File: src/rtl/i2s_dual_dac_pkg.sv
package i2s_dual_dac_pkg;

    // Channel identity, equal to the I2S word-select level of its slot.
    typedef enum logic {
        CH_LEFT  = 1'b0,
        CH_RIGHT = 1'b1
    } dac_ch_e;

    localparam int unsigned NUM_CH = 2;

endpackage

File: src/rtl/i2s_in_sync.sv
module i2s_in_sync #(
    parameter int unsigned STAGES = 2
) (
    input  logic clk,
    input  logic rst_n,
    input  logic bck_i,
    input  logic ws_i,
    input  logic sd_i,
    output logic bck_o,
    output logic rise_o,
    output logic fall_o,
    output logic ws_o,
    output logic sd_o
);

    localparam int unsigned CW = STAGES * 3;

    typedef struct packed {
        logic [CW-1:0] chain;
        logic          bck_prev;
    } sync_st_t;

    sync_st_t st_d, st_q;
    logic [2:0] synced;

    assign synced = st_q.chain[CW-1 -: 3];

    always_comb begin
        st_d          = st_q;
        st_d.chain    = {st_q.chain[CW-4:0], bck_i, ws_i, sd_i};
        st_d.bck_prev = synced[2];
    end

    always_ff @(posedge clk or negedge rst_n) begin
        if (!rst_n) begin
            st_q <= '0;
        end else begin
            st_q <= st_d;
        end
    end

    assign bck_o  = st_q.bck_prev;
    assign rise_o = synced[2] & ~st_q.bck_prev;
    assign fall_o = ~synced[2] & st_q.bck_prev;
    assign ws_o   = synced[1];
    assign sd_o   = synced[0];

    // a detected edge always moves the delayed bit clock in its direction
    p_edge_moves_bck_r3: assert property (@(posedge clk) disable iff (!rst_n)
        rise_o |=> bck_o);

endmodule

File: src/rtl/i2s_slot_tracker.sv
module i2s_slot_tracker
    import i2s_dual_dac_pkg::*;
#(
    parameter int unsigned SLOT_BITS   = 32,
    parameter int unsigned CLEAN_SLOTS = 2,
    parameter int unsigned CNT_W       = $clog2(SLOT_BITS + 1),
    parameter int unsigned LOCK_W      = $clog2(CLEAN_SLOTS + 1)
) (
    input  logic             clk,
    input  logic             rst_n,
    input  logic             rise_i,
    input  logic             ws_i,
    input  logic             sd_i,
    output logic [CNT_W-1:0] cnt_o,
    output dac_ch_e          ch_o,
    output logic             bit_o,
    output logic             active_o
);

    localparam logic [CNT_W-1:0]  CNT_LAST  = CNT_W'(SLOT_BITS - 1);
    localparam logic [CNT_W-1:0]  CNT_VOID  = CNT_W'(SLOT_BITS);
    localparam logic [LOCK_W-1:0] LOCK_FULL = LOCK_W'(CLEAN_SLOTS);

    typedef struct packed {
        logic              ws_last;
        logic [CNT_W-1:0]  cnt;
        logic [LOCK_W-1:0] lock;
        logic              active;
        dac_ch_e           ch;
        logic              bit_v;
    } trk_st_t;

    trk_st_t st_d, st_q;

    always_comb begin
        st_d = st_q;
        if (rise_i) begin
            st_d.ws_last = ws_i;
            st_d.bit_v   = sd_i;
            if (ws_i != st_q.ws_last) begin
                // Slot boundary: clean only if the previous slot was complete.
                st_d.cnt = '0;
                st_d.ch  = dac_ch_e'(ws_i);
                if (st_q.cnt == CNT_LAST) begin
                    st_d.lock = (st_q.lock == LOCK_FULL) ? st_q.lock : st_q.lock + 1'b1;
                end else begin
                    st_d.lock = '0;
                end
                st_d.active = (st_d.lock == LOCK_FULL);
            end else if (st_q.cnt != CNT_VOID) begin
                st_d.cnt = st_q.cnt + 1'b1;
                if (st_q.cnt == CNT_LAST) begin
                    // Slot overran without a word-select change.
                    st_d.lock   = '0;
                    st_d.active = 1'b0;
                end
            end
        end
    end

    always_ff @(posedge clk or negedge rst_n) begin
        if (!rst_n) begin
            st_q         <= '0;
            st_q.cnt     <= CNT_VOID;
            st_q.ch      <= CH_LEFT;
        end else begin
            st_q <= st_d;
        end
    end

    assign cnt_o    = st_q.cnt;
    assign ch_o     = st_q.ch;
    assign bit_o    = st_q.bit_v;
    assign active_o = st_q.active;

    // shifting is enabled only once the full run of clean slots is seen
    p_active_needs_lock_r1: assert property (@(posedge clk) disable iff (!rst_n)
        st_q.active |-> (st_q.lock == LOCK_FULL));

    // a boundary at the wrong count disables the new slot
    p_bad_edge_unlocks_r7: assert property (@(posedge clk) disable iff (!rst_n)
        (rise_i && (ws_i != st_q.ws_last) && (st_q.cnt != CNT_LAST))
        |=> (!st_q.active && (st_q.lock == '0)));

    // running past the slot length disables the block
    p_overrun_unlocks_r8: assert property (@(posedge clk) disable iff (!rst_n)
        (rise_i && (ws_i == st_q.ws_last) && (st_q.cnt == CNT_LAST))
        |=> (!st_q.active && (st_q.lock == '0)));

endmodule

File: src/rtl/dac_lane.sv
module dac_lane
    import i2s_dual_dac_pkg::*;
#(
    parameter int unsigned IDX       = 0,
    parameter int unsigned WORD_BITS = 18,
    parameter int unsigned CNT_W     = 6
) (
    input  logic             clk,
    input  logic             rst_n,
    input  logic             fall_i,
    input  logic             active_i,
    input  dac_ch_e          ch_i,
    input  logic [CNT_W-1:0] cnt_i,
    input  logic             bit_i,
    output logic             data_o,
    output logic             lat_o
);

    localparam dac_ch_e          MY_CH    = dac_ch_e'(IDX % 2);
    localparam logic [CNT_W-1:0] WIN_LO   = CNT_W'(1);
    localparam logic [CNT_W-1:0] WIN_HI   = CNT_W'(WORD_BITS);
    localparam logic [CNT_W-1:0] LATCH_AT = CNT_W'(WORD_BITS + 1);

    typedef struct packed {
        logic data;
        logic lat;
    } lane_st_t;

    lane_st_t st_d, st_q;
    logic     mine;
    logic     in_win;

    assign mine   = active_i && (ch_i == MY_CH);
    assign in_win = (cnt_i >= WIN_LO) && (cnt_i <= WIN_HI);

    always_comb begin
        st_d = st_q;
        if (fall_i) begin
            st_d.data = (mine && in_win) ? bit_i : 1'b0;
            st_d.lat  = mine && (cnt_i == LATCH_AT);
        end
    end

    always_ff @(posedge clk or negedge rst_n) begin
        if (!rst_n) begin
            st_q <= '0;
        end else begin
            st_q <= st_d;
        end
    end

    assign data_o = st_q.data;
    assign lat_o  = st_q.lat;

    // outputs hold between bit-clock falls
    p_change_on_fall_r3: assert property (@(posedge clk) disable iff (!rst_n)
        !fall_i |=> $stable(st_q));

    // data idles low whenever the strobe is up
    p_quiet_while_latch_r6: assert property (@(posedge clk) disable iff (!rst_n)
        st_q.lat |-> !st_q.data);

endmodule

File: src/rtl/i2s_to_dual_latch_dac.sv
module i2s_to_dual_latch_dac
    import i2s_dual_dac_pkg::*;
#(
    parameter int unsigned WORD_BITS   = 18,
    parameter int unsigned SLOT_BITS   = 32,
    parameter int unsigned SYNC_STAGES = 2,
    parameter int unsigned CLEAN_SLOTS = 2
) (
    input  logic       clk,
    input  logic       rst_n,
    input  logic       i2s_bck_i,
    input  logic       i2s_ws_i,
    input  logic       i2s_sd_i,
    output logic       dac_bck_o,
    output logic [1:0] dac_data_o,
    output logic [1:0] dac_latch_o
);

    localparam int unsigned CNT_W  = $clog2(SLOT_BITS + 1);
    localparam int unsigned LOCK_W = $clog2(CLEAN_SLOTS + 1);

    logic             s_rise, s_fall, s_ws, s_sd;
    logic [CNT_W-1:0] t_cnt;
    dac_ch_e          t_ch;
    logic             t_bit, t_active;

    i2s_in_sync #(
        .STAGES (SYNC_STAGES)
    ) u_sync (
        .clk    (clk),
        .rst_n  (rst_n),
        .bck_i  (i2s_bck_i),
        .ws_i   (i2s_ws_i),
        .sd_i   (i2s_sd_i),
        .bck_o  (dac_bck_o),
        .rise_o (s_rise),
        .fall_o (s_fall),
        .ws_o   (s_ws),
        .sd_o   (s_sd)
    );

    i2s_slot_tracker #(
        .SLOT_BITS   (SLOT_BITS),
        .CLEAN_SLOTS (CLEAN_SLOTS),
        .CNT_W       (CNT_W),
        .LOCK_W      (LOCK_W)
    ) u_tracker (
        .clk      (clk),
        .rst_n    (rst_n),
        .rise_i   (s_rise),
        .ws_i     (s_ws),
        .sd_i     (s_sd),
        .cnt_o    (t_cnt),
        .ch_o     (t_ch),
        .bit_o    (t_bit),
        .active_o (t_active)
    );

    for (genvar g = 0; g < NUM_CH; g++) begin : g_lane
        dac_lane #(
            .IDX       (g),
            .WORD_BITS (WORD_BITS),
            .CNT_W     (CNT_W)
        ) u_lane (
            .clk      (clk),
            .rst_n    (rst_n),
            .fall_i   (s_fall),
            .active_i (t_active),
            .ch_i     (t_ch),
            .cnt_i    (t_cnt),
            .bit_i    (t_bit),
            .data_o   (dac_data_o[g]),
            .lat_o    (dac_latch_o[g])
        );
    end

    // the two channels never load at the same moment
    p_latch_exclusive_r5: assert property (@(posedge clk) disable iff (!rst_n)
        $onehot0(dac_latch_o));

    // only one data line may be driving a word at any time
    p_single_lane_data_r6: assert property (@(posedge clk) disable iff (!rst_n)
        $onehot0(dac_data_o));

endmodule

File: config.mk
export PLATFORM = sky130hd
export DESIGN_NAME = i2s_to_dual_latch_dac
export DESIGN_NICKNAME = d
export VERILOG_FILES = /design/src/rtl/i2s_dual_dac_pkg.sv /design/src/rtl/i2s_in_sync.sv /design/src/rtl/i2s_slot_tracker.sv /design/src/rtl/dac_lane.sv /design/src/rtl/i2s_to_dual_latch_dac.sv
export SDC_FILE = /design/constraint.sdc
export NUM_CORES = 1
export LEC_CHECK = 0
export BUFFER_PORTS_ARGS = -buffer_cell sky130_fd_sc_hd__buf_2
export CORE_UTILIZATION = 45
export DETAILED_ROUTE_END_ITERATION = 8
export GPL_TIMING_DRIVEN = 0
export SKIP_LAST_GASP = 1
export SLEW_MARGIN = 20
export SYNTH_ARGS = -nofsm -noshare
export SYNTH_HDL_FRONTEND = slang
export SYNTH_SLANG_ARGS = --single-unit
File: constraint.sdc
create_clock -name clk -period 2.1 [get_ports clk]
set_input_delay 0.105 -clock clk [delete_from_list [all_inputs] [get_ports clk]]
set_output_delay 0.105 -clock clk [all_outputs]
set_load 0.05 [all_outputs]
* Word-level counts from Yosys, hierarchy flattened
Cells that the tools add are included. W data, S select, Z words.
Operators by class: add/subtract/negate cells 2, multipliers 0, div/mod/pow operators 0, magnitude comparators 2, eq/ne operators 6, shifts and indexed selects 0, multiplexer cells 9, bitwise operators 5, reduce and logical (&&, ||, !) cells 12
Operators with widths (count):
- $mux W9 | 2
- $eq A6 B5 Y1 const B | 2
- $mux W2 | 4
- $logic_and A1 B1 Y1 | 7
- $add A6 B1 Y6 const B | 1
- $ge A6 B1 Y1 const B | 1
- $le A6 B5 Y1 const B | 1
- $ne A6 B6 Y1 const B | 1
- $eq A2 B2 Y1 const B | 2
- $reduce_and A2 Y1 | 2
- $reduce_bool A2 Y1 | 2
- $mux W3 | 1
- $not A1 Y1 | 3
- $reduce_and A3 Y1 | 1
- $add A2 B1 Y2 const B | 1
- $and A1 B1 Y1 | 2
- $mux W1 | 2
- $ne A1 B1 Y1 | 1
Word-level totals: register bits 23, latch bits 0, memory bits (writable) 0, bits in read-only memories 0, input bits 5, logic and storage cells 48, memories 0

* Logic depth before layout (Yosys ltp)
Gate-level depths: netlist of run 1.
depth in word-level cells 7, mapped depth 5

* Cells and area by module
From an unflattened synthesis of run 1, not the netlist that was laid out.
Unflattened totals: cells, all modules 101, area total of the unflattened synthesis 1136.1 µm²
Modules (own cells, without submodules):
- i2s_slot_tracker | times used 1, cells each 67, area each 705.7 µm², sequential area each 301.5 µm²
- i2s_in_sync | times used 1, cells each 9, area each 190.2 µm², sequential area each 175.2 µm²
- dac_lane at g_lane[1].u_lane | times used 1, cells each 12, area each 121.4 µm², sequential area each 50.0 µm²
- dac_lane at g_lane[0].u_lane | times used 1, cells each 13, area each 118.9 µm², sequential area each 50.0 µm²

* Least setup slack after synthesis of run 1
OpenSTA, ideal clock, no wires.
kind register -> register, from register u_sync.st_q (netlist bit u_sync.bck_o), to register u_tracker.st_q (netlist bit u_tracker.active_o), library setup time 0.080 ns, arrival time 1.466 ns, data required time 2.020 ns, setup slack 0.554 ns, stages on the path, launching flop included 4, buffers on the path 0, period minus slack after synthesis 1.546 ns, cell sequence dfrtp_1 -> nand2b_1 -> or4_4 -> o22ai_2
Between the ends: longest elaborated chain between the ends 3
RTL lines:
- from (decl) | RTL line i2s_in_sync.sv:23 | sync_st_t st_d, st_q;
- from (signal assigned) | RTL line i2s_in_sync.sv:38 | st_q <= st_d;
- $not A1 Y1 | RTL line i2s_in_sync.sv:43 | assign rise_o = synced[2] & ~st_q.bck_prev;
- $and A1 B1 Y1 | RTL line i2s_in_sync.sv:43
- $reduce_and A3 Y1 (no source line)
- to (signal assigned) | RTL line i2s_slot_tracker.sv:67 | st_q <= st_d;
- to (decl) | RTL line i2s_slot_tracker.sv:33 | trk_st_t st_d, st_q;
Every way passes these cells. A chain may end at the register's enable or synchronous reset.

* Worst setup path in the final report of run 1
from register u_tracker.st_q (netlist bit u_tracker.cnt_o[0]), to register u_tracker.st_q (netlist bit u_tracker.cnt_o[2])
Between the ends: longest elaborated chain between the ends 3
RTL lines (RTL line):
- $add A6 B1 Y6 / $ne A6 B6 Y1 (equally long branches) | i2s_slot_tracker.sv:51, i2s_slot_tracker.sv:50
- $mux W9 / $reduce_bool A2 Y1 (equally long branches)
- $mux W9 / $reduce_and A2 Y1 (equally long branches)
Several ways; a longest one is shown, not always the timed one. The select of a mux whose other input is x is not followed.

==> flow_metrics.py, run 1 <==
metrics = {
    "outcome": {
        "status": "complete, no violations",
    },
    "grt": {
        "grt_max_degree": 24,
        "antenna_found_initial": 0,
        "grt-ovfl-total": 0,
        "grt_use_total": 0.1811,
        "grt_pass1_wl_mm": 3.429,
        "grt_pass1_vias": 793,
    },
    "floorplan": {
        "start_util": 0.4882,
        "coreArea_mm2": 0.002276,
        "die-area_mm2": 0.002672,
        "io_pins": 10,
        "dieHeight_um": 51.69,
        "rows": 17,
        "die_x_um": 51.69,
    },
    "logic_synthesis": {
        "ys_seq_elements": 23,
        "syn-num-nets": 114,
        "yosysMostFrequentCell": "dfrtp_1",
        "synth_top_family_by_area": "compound AO/OA/AOI/OAI gates",
        "synthArstFlopShare": 1.000,
        "yosysTopAreaCellShare": 0.4955,
        "ys_top_cells_by_area": "dfrtp_1 (50%), ha_1 (6.8%), buf_4 (3.4%)",
        "synth-xor-area-share": 0.01577,
        "yosys.area_share.simple": 0.1565,
        "ys_seq_area_frac": 0.5191,
        "synth_compound_area_frac": 0.1700,
        "syn_area_mm2": 0.001111,
        "synth.distinct_cells": 35,
        "synth_mux_area_frac": 0,
        "syn_area_per_cell_um2": 10.79,
        "synth_adder_area_share": 0.06757,
        "synth_edf_count": 0,
        "synth_commonest_cells": "dfrtp_1 (22), nand2_1 (9), inv_1 (7)",
        "syn-instance-count": 103,
        "ys_warn_count": 0,
        "synthFlopType": "dfrtp_1",
        "yosysTopAreaCell": "dfrtp_1",
    },
    "layout": {
        "fin_nets": 132,
        "drive_gt1_frac": 0.1917,
        "nFillCells": 212,
        "area.growth.synth_to_final_pct": 13.29,
        "stdcell_count": 148,
        "insertedDiodeCount": 0,
    },
    "setup_path": {
        "worst_setup_path_start_kind": "register",
        "arrival_ns": 2.00,
        "reg2regPathDepth": 5,
        "worstSetupEndpointType": "register",
        "cp.required_ns": 2.36,
        "crit_start": "u_tracker.cnt_o[0]",
        "r2r_slack_ns": 0.35,
        "endpoint": "u_tracker.cnt_o[2]",
        "worstPathMaxFanout": 7,
        "worstSetupPathType": "register to register",
        "r2r_end": "u_tracker.cnt_o[2]",
        "reg2reg_from": "u_tracker.cnt_o[0]",
    },
    "timing": {
        "tns_ns": 0,
        "period_needed_ns": 1.745,
        "setup_violations": 0,
        "skew_ns": 0.004772,
        "fmax_mhz": 573.0,
        "tightest_slew_ns": 0.5661,
        "rsz0062_at_grt": "no",
        "max_slew_margin": 0.6199,
        "hold_viol_final": 0,
        "slew_violations": 0,
        "finalCritPeriodShare": 0.8310,
    },
    "routing": {
        "drtAntennaViolNets": 0,
        "drt_iter0_drc": 11,
        "totalWireLength_mm": 2.021,
        "drtPass1Iterations": 4,
        "vias": 797,
        "drc": 0,
        "drt-wirelength-per-cell_um": 13.66,
        "vias_per_cell": 5.385,
    },
    "clock_network": {
        "insertion_delay_ns": 0.32,
        "cts_tree": "done",
        "clkSlewWorstSetupHoldPaths_ns": 0.13,
        "cts-htree-levels": 1,
        "cts.sinks": 23,
        "cts_buffer_depth": 2,
        "cts_buffers": 3,
        "cts_root_buffer": "clkbuf_4",
    },
    "job": {
        "cap_violations": 0,
    },
    "min_path": {
        "hp-class": "primary input to asynchronous set/reset pin",
    },
    "power_and_ir_drop": {
        "powerDensity_mw_per_mm2": 682.0,
        "p_leak_nw": 0.5761,
        "ir_worst_vdd_mv": 0.3536,
    },
    "place": {
        "dp_cells": 140,
        "hpwl_mm": 1.429,
        "routabilityCongestion": 0.8157,
        "port_buffers": 9,
    },
}
cells in the final DEF, fill, tap and decap left out, types with 2 or more instances in the layout:
| master | count |
|---|---|
| dfrtp_1 | 22 |
| nand2_1 | 9 |
| buf_2 | 9 |
| inv_1 | 7 |
| ha_1 | 6 |
| buf_4 | 5 |
| nor2_1 | 5 |
| o21ai_0 | 5 |
| nand3_1 | 4 |
| a21oi_1 | 4 |
| dlygate4sd3_1 | 4 |
| o31ai_1 | 3 |
| a32o_1 | 3 |
| or3_1 | 3 |
| clkbuf_4 | 3 |
| nand2b_1 | 2 |
| nand3b_1 | 2 |
| nor2b_1 | 2 |
| a2111oi_0 | 2 |
worst min path at each step:
| stage | from | to | cells past startpoint |
|---|---|---|---|
| floorplan | rst_n | g_lane[0].u_lane.data_o | 0 |
| global placement | rst_n | g_lane[1].u_lane.lat_o | 1 |
| detailed placement | rst_n | g_lane[0].u_lane.lat_o | 1 |
| CTS | rst_n | g_lane[1].u_lane.lat_o | 2 |
| global route | rst_n | g_lane[1].u_lane.lat_o | 2 |
| finish | rst_n | g_lane[1].u_lane.lat_o | 2 |
worst max-delay path: stages, from the launching register on:
cell and delay [ns]:
dfrtp_1 0.50, inv_1 0.12, ha_1 0.21, and3b_1 0.21, a2111oi_0 0.45, a2bb2oi_1 0.18
kinds of logic (layout without fill, tap and decap cells):
kind of cell	Yosys count	count (layout)
simple gates	32	32
compound gates	26	26
flops	23	23
buf+inv	14	31
xor+xnor	2	2
fa+ha+maj	6	6
metal layers:
layer | share of wire | global-route usage | up-vias | wire length [µm]
met4 | 0.021 | 0.09910 | 0 | 42
met1 | 0.46 | 0.1989 | 380 | 927
met3 | 0.032 | 0.04094 | 5 | 65
met2 | 0.49 | 0.3203 | 15 | 986
li1 | - | - | 397 | -
met5 | 0 | 0 | - | 0
registers in the layout, indices dropped and copies added (netlist names):
register / cells
u_tracker.bit_o: 1
g_lane.u_lane.lat_o: 2
u_sync.ws_o: 1
u_sync.bck_o: 1
g_lane.u_lane.data_o: 2
u_sync.st_d: 4
u_tracker.st_q: 3
u_tracker.active_o: 1
u_tracker.ch_o: 1
u_tracker.cnt_o: 6
u_sync.sd_o: 1
timing repair:
action,4_1_cts,5_1_grt
setup buffers,0,0
hold buffers,4,0
gates resized for setup,0,0
endpoints found under the hold margin,25,0
metrics by stage:
step	hold WS, ns	setup WS, ns	power [mW]	util	instance area, µm²
2_1_floorplan	-0.1906	0.5544	0.6014	-	1111
3_3_place_gp	0.09890	0.4143	0.6432	0.5234	1191
3_5_place_dp	0.1042	0.4104	0.6461	0.5234	1191
4_1_cts	0.2760	0.3804	0.8663	0.5531	1259
5_1_grt	0.3128	0.2167	0.9068	0.5531	1259
6_report	0.2609	0.3549	0.8585	0.5531	1259
power by group:
part / internal (mW) / leakage, nW / total (mW) / switching (mW)
Combinational: 0.0575 / 0.267 / 0.141 / 0.0834
Sequential: 0.470 / 0.292 / 0.504 / 0.0337
Clock: 0.0715 / 0.0177 / 0.214 / 0.142
Total: 0.599 / 0.576 / 0.858 / 0.259
final cells by class:
type                       instances  area, µm²  area share
sequential                        23      576.8      0.4582
multi-input combinational         66      455.4      0.3618
inverter                           7      26.28     0.02087
timing repair buffer              13      85.08     0.06759
buffer                             7      52.55     0.04175
clock inverter                     1      5.005    0.003976
clock buffer                       3      22.52     0.01789
tap                               28      35.03     0.02783
(Power assumes the default switching activity.)
==> inputs of run 2 (changes only) <==
--- a/config.mk
+++ b/config.mk
@@ -5,10 +5,12 @@
 export SDC_FILE = /design/constraint.sdc
 export NUM_CORES = 1
 export LEC_CHECK = 0
+export ABC_AREA = 1
 export BUFFER_PORTS_ARGS = -buffer_cell sky130_fd_sc_hd__buf_2
 export CORE_UTILIZATION = 45
 export DETAILED_ROUTE_END_ITERATION = 8
 export GPL_TIMING_DRIVEN = 0
+export PLACE_DENSITY = 0.65
 export SKIP_LAST_GASP = 1
 export SLEW_MARGIN = 20
 export SYNTH_ARGS = -nofsm -noshare
==> constraint.sdc (replaced) <==
create_clock -name clk -period 1.5 [get_ports clk]
set_input_delay 0.075 -clock clk [delete_from_list [all_inputs] [get_ports clk]]
set_output_delay 0.075 -clock clk [all_outputs]
set_load 0.05 [all_outputs]
==> flow_metrics.py, run 2 <==
metrics = {
    "place": {
        "routabilityCongestion": 0.7683,
        "hpwl_mm": 1.448,
        "port_buffers": 9,
        "dp_cells": 180,
    },
    "power_and_ir_drop": {
        "ir_worst_vdd_mv": 0.5687,
        "power.internal_mw": 0.8308,
        "pwr-share-comb": 0.164,
        "pwr-share-seq": 0.585,
        "clkPwrFrac": 0.250,
        "p_leak_nw": 0.6764,
        "powerDensity_mw_per_mm2": 870.0,
        "switching_share": 0.3017,
        "p_switching_mw": 0.3590,
    },
    "routing": {
        "drt_iter0_drc": 9,
        "vias": 896,
        "vias_per_cell": 4.766,
        "drc": 0,
        "totalWireLength_mm": 2.011,
        "drt-wirelength-per-cell_um": 10.70,
        "drtAntennaViolNets": 0,
        "drtPass1Iterations": 4,
    },
    "clock_network": {
        "cts.sinks": 23,
        "cts_root_buffer": "clkbuf_4",
        "cts_buffer_depth": 2,
        "clkSlewWorstSetupHoldPaths_ns": 0.14,
        "cts_buffers": 3,
        "cts-htree-levels": 1,
        "insertion_delay_ns": 0.31,
        "cts_setup_buffers": 0,
        "cts_tree": "done",
    },
    "layout": {
        "nFillCells": 235,
        "stdcell_count": 188,
        "largest_reg_flops": 6,
        "final_common_cell": "nand2_1",
        "drive_gt1_frac": 0.2342,
        "area.growth.synth_to_final_pct": 12.80,
        "layout_common_cells": "nand2_1 (45), dfrtp_1 (20), inv_1 (14)",
        "fin_nets": 170,
        "insertedDiodeCount": 0,
    },
    "logic_synthesis": {
        "synth.distinct_cells": 21,
        "yosysTopAreaCellShare": 0.4541,
        "yosysTopAreaCell": "dfrtp_1",
        "synthFlopType": "dfrtp_1",
        "syn-instance-count": 141,
        "syn_area_per_cell_um2": 8.599,
        "ys_seq_area_frac": 0.4757,
        "yosysMostFrequentCell": "nand2_1",
        "ys_top_cells_by_area": "dfrtp_1 (45%), nand2_1 (14%), ha_1 (6.2%)",
        "ys_warn_count": 0,
        "synth_edf_count": 0,
        "synth_commonest_cells": "nand2_1 (45), dfrtp_1 (22), inv_1 (15)",
        "synthArstFlopShare": 1.000,
        "syn_area_mm2": 0.001212,
        "syn-num-nets": 152,
        "ys_seq_elements": 23,
    },
    "setup_path": {
        "critPathMaxStageDelay_ns": 0.48,
        "cp.required_ns": 1.74,
        "worstSetupPathType": "register to register",
        "worstPathMaxFanout": 9,
        "crit_chain": "inv_1 > ha_1 > nand2_1 > nor2_2 > nand3_2 > nand2_4 > nand2_1 > o21ai_1",
        "critical-path-top-delay-family": "flip-flops",
        "path_buf_inv": 1,
        "worstSetupEndpointType": "register",
        "worst_setup_path_start_kind": "register",
        "crit_top_cell": "nand2_1",
        "arrival_ns": 1.59,
        "slowest_stage": "dfrtp_2",
    },
    "floorplan": {
        "dieHeight_um": 53.91,
        "die-area_mm2": 0.002906,
        "io_pins": 10,
        "start_util": 0.4807,
        "rows": 18,
        "coreArea_mm2": 0.002522,
        "die_x_um": 53.91,
    },
    "timing": {
        "fmax_mhz": 741.3,
        "period_needed_ns": 1.349,
        "slew_violations": 0,
        "setup_violations": 0,
        "tightest_slew_ns": 0.5117,
        "tns_ns": 0,
        "finalCritPeriodShare": 0.8993,
        "rsz0062_at_grt": "no",
        "hold_viol_final": 0,
        "skew_ns": 0.007846,
        "max_slew_margin": 0.6589,
    },
    "grt": {
        "grt_pass1_wl_mm": 3.436,
        "grt_use_total": 0.1682,
        "grt_pass1_vias": 826,
        "antenna_found_initial": 0,
        "grt_max_degree": 24,
        "grt-ovfl-total": 0,
    },
    "min_path": {
        "hp-class": "primary input to asynchronous set/reset pin",
    },
    "job": {
        "cap_violations": 0,
    },
    "outcome": {
        "status": "complete, no violations",
    },
}
run 2: per-layer routing:
metal / GRT usage / wire (µm) / up-vias
met4: 0.02632 / 10 / 0
met2: 0.2798 / 947 / 15
li1: - / - / 470
met5: 0 / 0 / -
met3: 0.05932 / 60 / 2
met1: 0.2115 / 993 / 409
run 2: power by group through the flow:
stage	logic (mW)	clock network, mW	registers, mW
after global routing	0.224	0.340	0.702
after global placement	0.183	0	0.701
after floorplan	0.136	0	0.699
after CTS	0.198	0.313	0.693
final	0.195	0.298	0.696
after detailed placement	0.189	0	0.705
run 2: worst reg2reg max path, stage by stage (launching register included):
cell	delay, ns
dfrtp_2	0.48
inv_1	0.12
ha_1	0.15
nand2_1	0.06
nor2_2	0.12
nand3_2	0.11
nand2_4	0.12
nand2_1	0.06
o21ai_1	0.08
run 2: kinds of logic after synthesis:
group,synth area share
adders and majority gates,0.06192
DFF,0.4758
AOI/OAI and AO/OA,0.06192
buffers and inverters,0.08359
and+or+nand+nor,0.3024
xor gates and xnor gates,0.01445
run 2: timing repair:
item                       CTS  global route
gates resized for setup      0             3
setup endpoints to repair    0             6
hold endpoints to repair    25             0
hold buffers                 4             0
run 2: path summary, 6_finish.rpt:
path,startpoint,to,slack [ns],depth (start not counted)
max in group asynchronous,rst_n,u_tracker.cnt_o[1],0.89,2
worst max register to register,u_tracker.cnt_o[1],u_tracker.cnt_o[0],0.15,8
min in group clk,u_sync.st_d[6],u_sync.st_d[0],0.37,0
worst min-delay path,rst_n,u_tracker.cnt_o[3],0.24,2
worst min register to register,u_sync.st_d[6],u_sync.st_d[0],0.37,0
worst max-delay path,u_tracker.cnt_o[1],u_tracker.cnt_o[0],0.15,8
run 2: per-stage QoR:
| step | worst slack (ns) | hold slack [ns] | util | power (mW) | area, µm² |
|---|---|---|---|---|---|
| 2_1_floorplan | 0.2156 | -0.2206 | - | 0.8350 | 1212 |
| 3_3_place_gp | 0.1387 | 0.07502 | 0.5134 | 0.8845 | 1295 |
| 3_5_place_dp | 0.1210 | 0.07684 | 0.5134 | 0.8933 | 1295 |
| 4_1_cts | 0.09603 | 0.2512 | 0.5412 | 1.204 | 1365 |
| 5_1_grt | 0.009612 | 0.2959 | 0.5422 | 1.265 | 1368 |
| 6_report | 0.1510 | 0.2421 | 0.5422 | 1.190 | 1368 |
run 2: cell type report:
class	instances	area, µm²	area share
Buffer	5	37.54	0.02745
Clock buffer	3	22.52	0.01647
Clock inverter	1	7.507	0.005489
Inverter	17	63.81	0.04666
Multi-Input combinational cell	96	534.3	0.3907
Sequential cell	23	579.3	0.4236
Tap cell	30	37.54	0.02745
Timing Repair Buffer	13	85.08	0.06221
==> inputs of run 3 (changes only) <==
--- a/config.mk
+++ b/config.mk
@@ -11,6 +11,7 @@
 export DETAILED_ROUTE_END_ITERATION = 8
 export GPL_TIMING_DRIVEN = 0
 export PLACE_DENSITY = 0.65
+export SETUP_SLACK_MARGIN = 0.3
 export SKIP_LAST_GASP = 1
 export SLEW_MARGIN = 20
 export SYNTH_ARGS = -nofsm -noshare
==> flow_metrics.py, run 3 (synthesized netlist as in run 2, its figures left out) <==
metrics = {
    "timing": {
        "period_needed_ns": 1.305,
        "max_slew_margin": 0.6651,
        "finalCritPeriodShare": 0.8698,
        "tns_ns": 0,
        "tightest_slew_ns": 0.5023,
        "rsz0062_at_grt": "yes",
        "slew_violations": 0,
        "hold_viol_final": 0,
        "skew_ns": 0.007802,
        "setup_violations": 0,
        "fmax_mhz": 766.4,
    },
    "place": {
        "dp_cells": 180,
        "routabilityCongestion": 0.7688,
        "port_buffers": 9,
        "placed_area_mm2": 0.001296,
        "hpwl_mm": 1.431,
    },
    "layout": {
        "final_common_cell": "nand2_1",
        "area.growth.synth_to_final_pct": 22.39,
        "largest_reg_flops": 6,
        "stdcell_count": 195,
        "nFillCells": 234,
        "fin_nets": 177,
        "drive_gt1_frac": 0.3333,
        "layout_common_cells": "nand2_1 (43), dfrtp_1 (19), inv_1 (12)",
        "insertedDiodeCount": 0,
        "final_cell_area_mm2": 0.001484,
    },
    "setup_path": {
        "cp.required_ns": 1.72,
        "reg2reg_from": "u_tracker.cnt_o[0]",
        "worstPathMaxFanout": 5,
        "worst_setup_path_start_kind": "register",
        "worstSetupPathType": "register to register",
        "worstSetupEndpointType": "register",
        "r2r_end": "u_tracker.active_o",
        "reg2regPathDepth": 6,
        "r2r_slack_ns": 0.20,
        "arrival_ns": 1.53,
    },
    "min_path": {
        "hp-class": "primary input to asynchronous set/reset pin",
    },
    "power_and_ir_drop": {
        "powerDensity_mw_per_mm2": 856.6,
        "p_leak_nw": 0.7148,
        "ir_worst_vdd_mv": 0.7951,
        "power.total_mw": 1.271,
    },
    "floorplan": {
        "rows": 18,
        "io_pins": 10,
        "dieHeight_um": 53.91,
        "coreArea_mm2": 0.002522,
        "die-area_mm2": 0.002906,
        "die_x_um": 53.91,
        "start_util": 0.4807,
    },
    "grt": {
        "grt-ovfl-total": 0,
        "grt_pass1_wl_mm": 3.491,
        "grt_pass1_vias": 826,
        "antenna_found_initial": 0,
        "grt_max_degree": 24,
        "grt_use_total": 0.1706,
    },
    "job": {
        "cap_violations": 0,
    },
    "routing": {
        "drt_iter0_drc": 7,
        "drt-wirelength-per-cell_um": 11.15,
        "totalWireLength_mm": 2.175,
        "drc": 0,
        "vias": 941,
        "vias_per_cell": 4.826,
        "drtAntennaViolNets": 0,
        "drtPass1Iterations": 3,
    },
    "outcome": {
        "status": "complete, no violations",
    },
    "clock_network": {
        "cts-htree-levels": 1,
        "cts_buffers": 3,
        "cts.sinks": 23,
        "cts_tree": "done",
        "insertion_delay_ns": 0.32,
        "clkSlewWorstSetupHoldPaths_ns": 0.14,
        "cts_root_buffer": "clkbuf_4",
        "cts_buffer_depth": 2,
    },
}
-- run 3: changes by cell type in the layout (fill, tap and decap cells not counted), moves of 2 or more --
cell,before,now
inv_1,14,12
ha_2,0,2
nand2_2,1,3
buf_4,5,9
ha_1,6,3
nand2_1,45,43
nand3_2,3,5
nand3_1,9,7
-- run 3: worst max path at each step --
stage | startpoint | end | slack (ns) | depth (start not counted)
6_report | u_tracker.cnt_o[0] | u_tracker.active_o | 0.20 | 6
5_1_grt | u_tracker.cnt_o[0] | u_tracker.cnt_o[4] | 0.14 | 9
4_1_cts | u_tracker.cnt_o[0] | g_lane[1].u_lane.data_o | 0.21 | 8
3_5_place_dp | u_tracker.cnt_o[1] | u_tracker.cnt_o[4] | 0.16 | 9
3_3_place_gp | u_tracker.cnt_o[1] | u_tracker.active_o | 0.16 | 6
2_1_floorplan | u_tracker.cnt_o[1] | u_tracker.cnt_o[4] | 0.30 | 9
-- run 3: what timing repair did --
item                                    in CTS  in global routing
pin swaps                                    0                  3
endpoints found under the setup margin      12                 14
hold buffers                                 4                  0
resized for setup                            8                  9
endpoints found under the hold margin       25                  0
buffers inserted                             3                  3
cloned                                       1                  0
-- run 3: metrics by stage --
stage               setup WS, ns  hold slack [ns]  utilization
global route              0.1363           0.2970       0.5883
finish                    0.1952           0.2297       0.5883
detailed placement        0.1561          0.07797       0.5139
global placement          0.1595          0.07335       0.5139
CTS                       0.2079           0.2556       0.5630
floorplan                 0.2974          -0.2206            -
-- run 3: layout make-up --
type                            count  area, µm²  area share
Tap cell                           30      37.54     0.02530
Clock inverter                      1      7.507    0.005059
Inverter                           17      66.31     0.04469
Sequential cell                    23      580.6      0.3912
Buffer                              5      37.54     0.02530
Clock buffer                        3      22.52     0.01518
Multi-Input combinational cell     97      585.6      0.3946
Timing Repair Buffer               19      146.4     0.09865
-- run 3: routing by layer --
layer  GRT usage  wire length (µm)  vias up
li1            -                 -      487
met1      0.2155              1053      442
met2      0.2901              1059       10
met3     0.05085                51        2
met4     0.02632                10        0
met5           0                 0        -
-- run 3: report_power, final --
| part | internal, mW | total [mW] | switching [mW] | leakage (nW) |
|---|---|---|---|---|
| clock | 0.102 | 0.306 | 0.204 | 0.0139 |
| sequential | 0.659 | 0.694 | 0.0347 | 0.291 |
| combinational | 0.117 | 0.271 | 0.154 | 0.410 |
| total | 0.878 | 1.27 | 0.393 | 0.715 |
-- run 3: critical path, cell delays in order, from the launching register on --
cell and delay [ns]:
dfrtp_2 0.47, ha_2 0.25, nand3_2 0.12, nor2_4 0.15, o21ai_2 0.08, nand2_1 0.08
o21ai_2 0.05
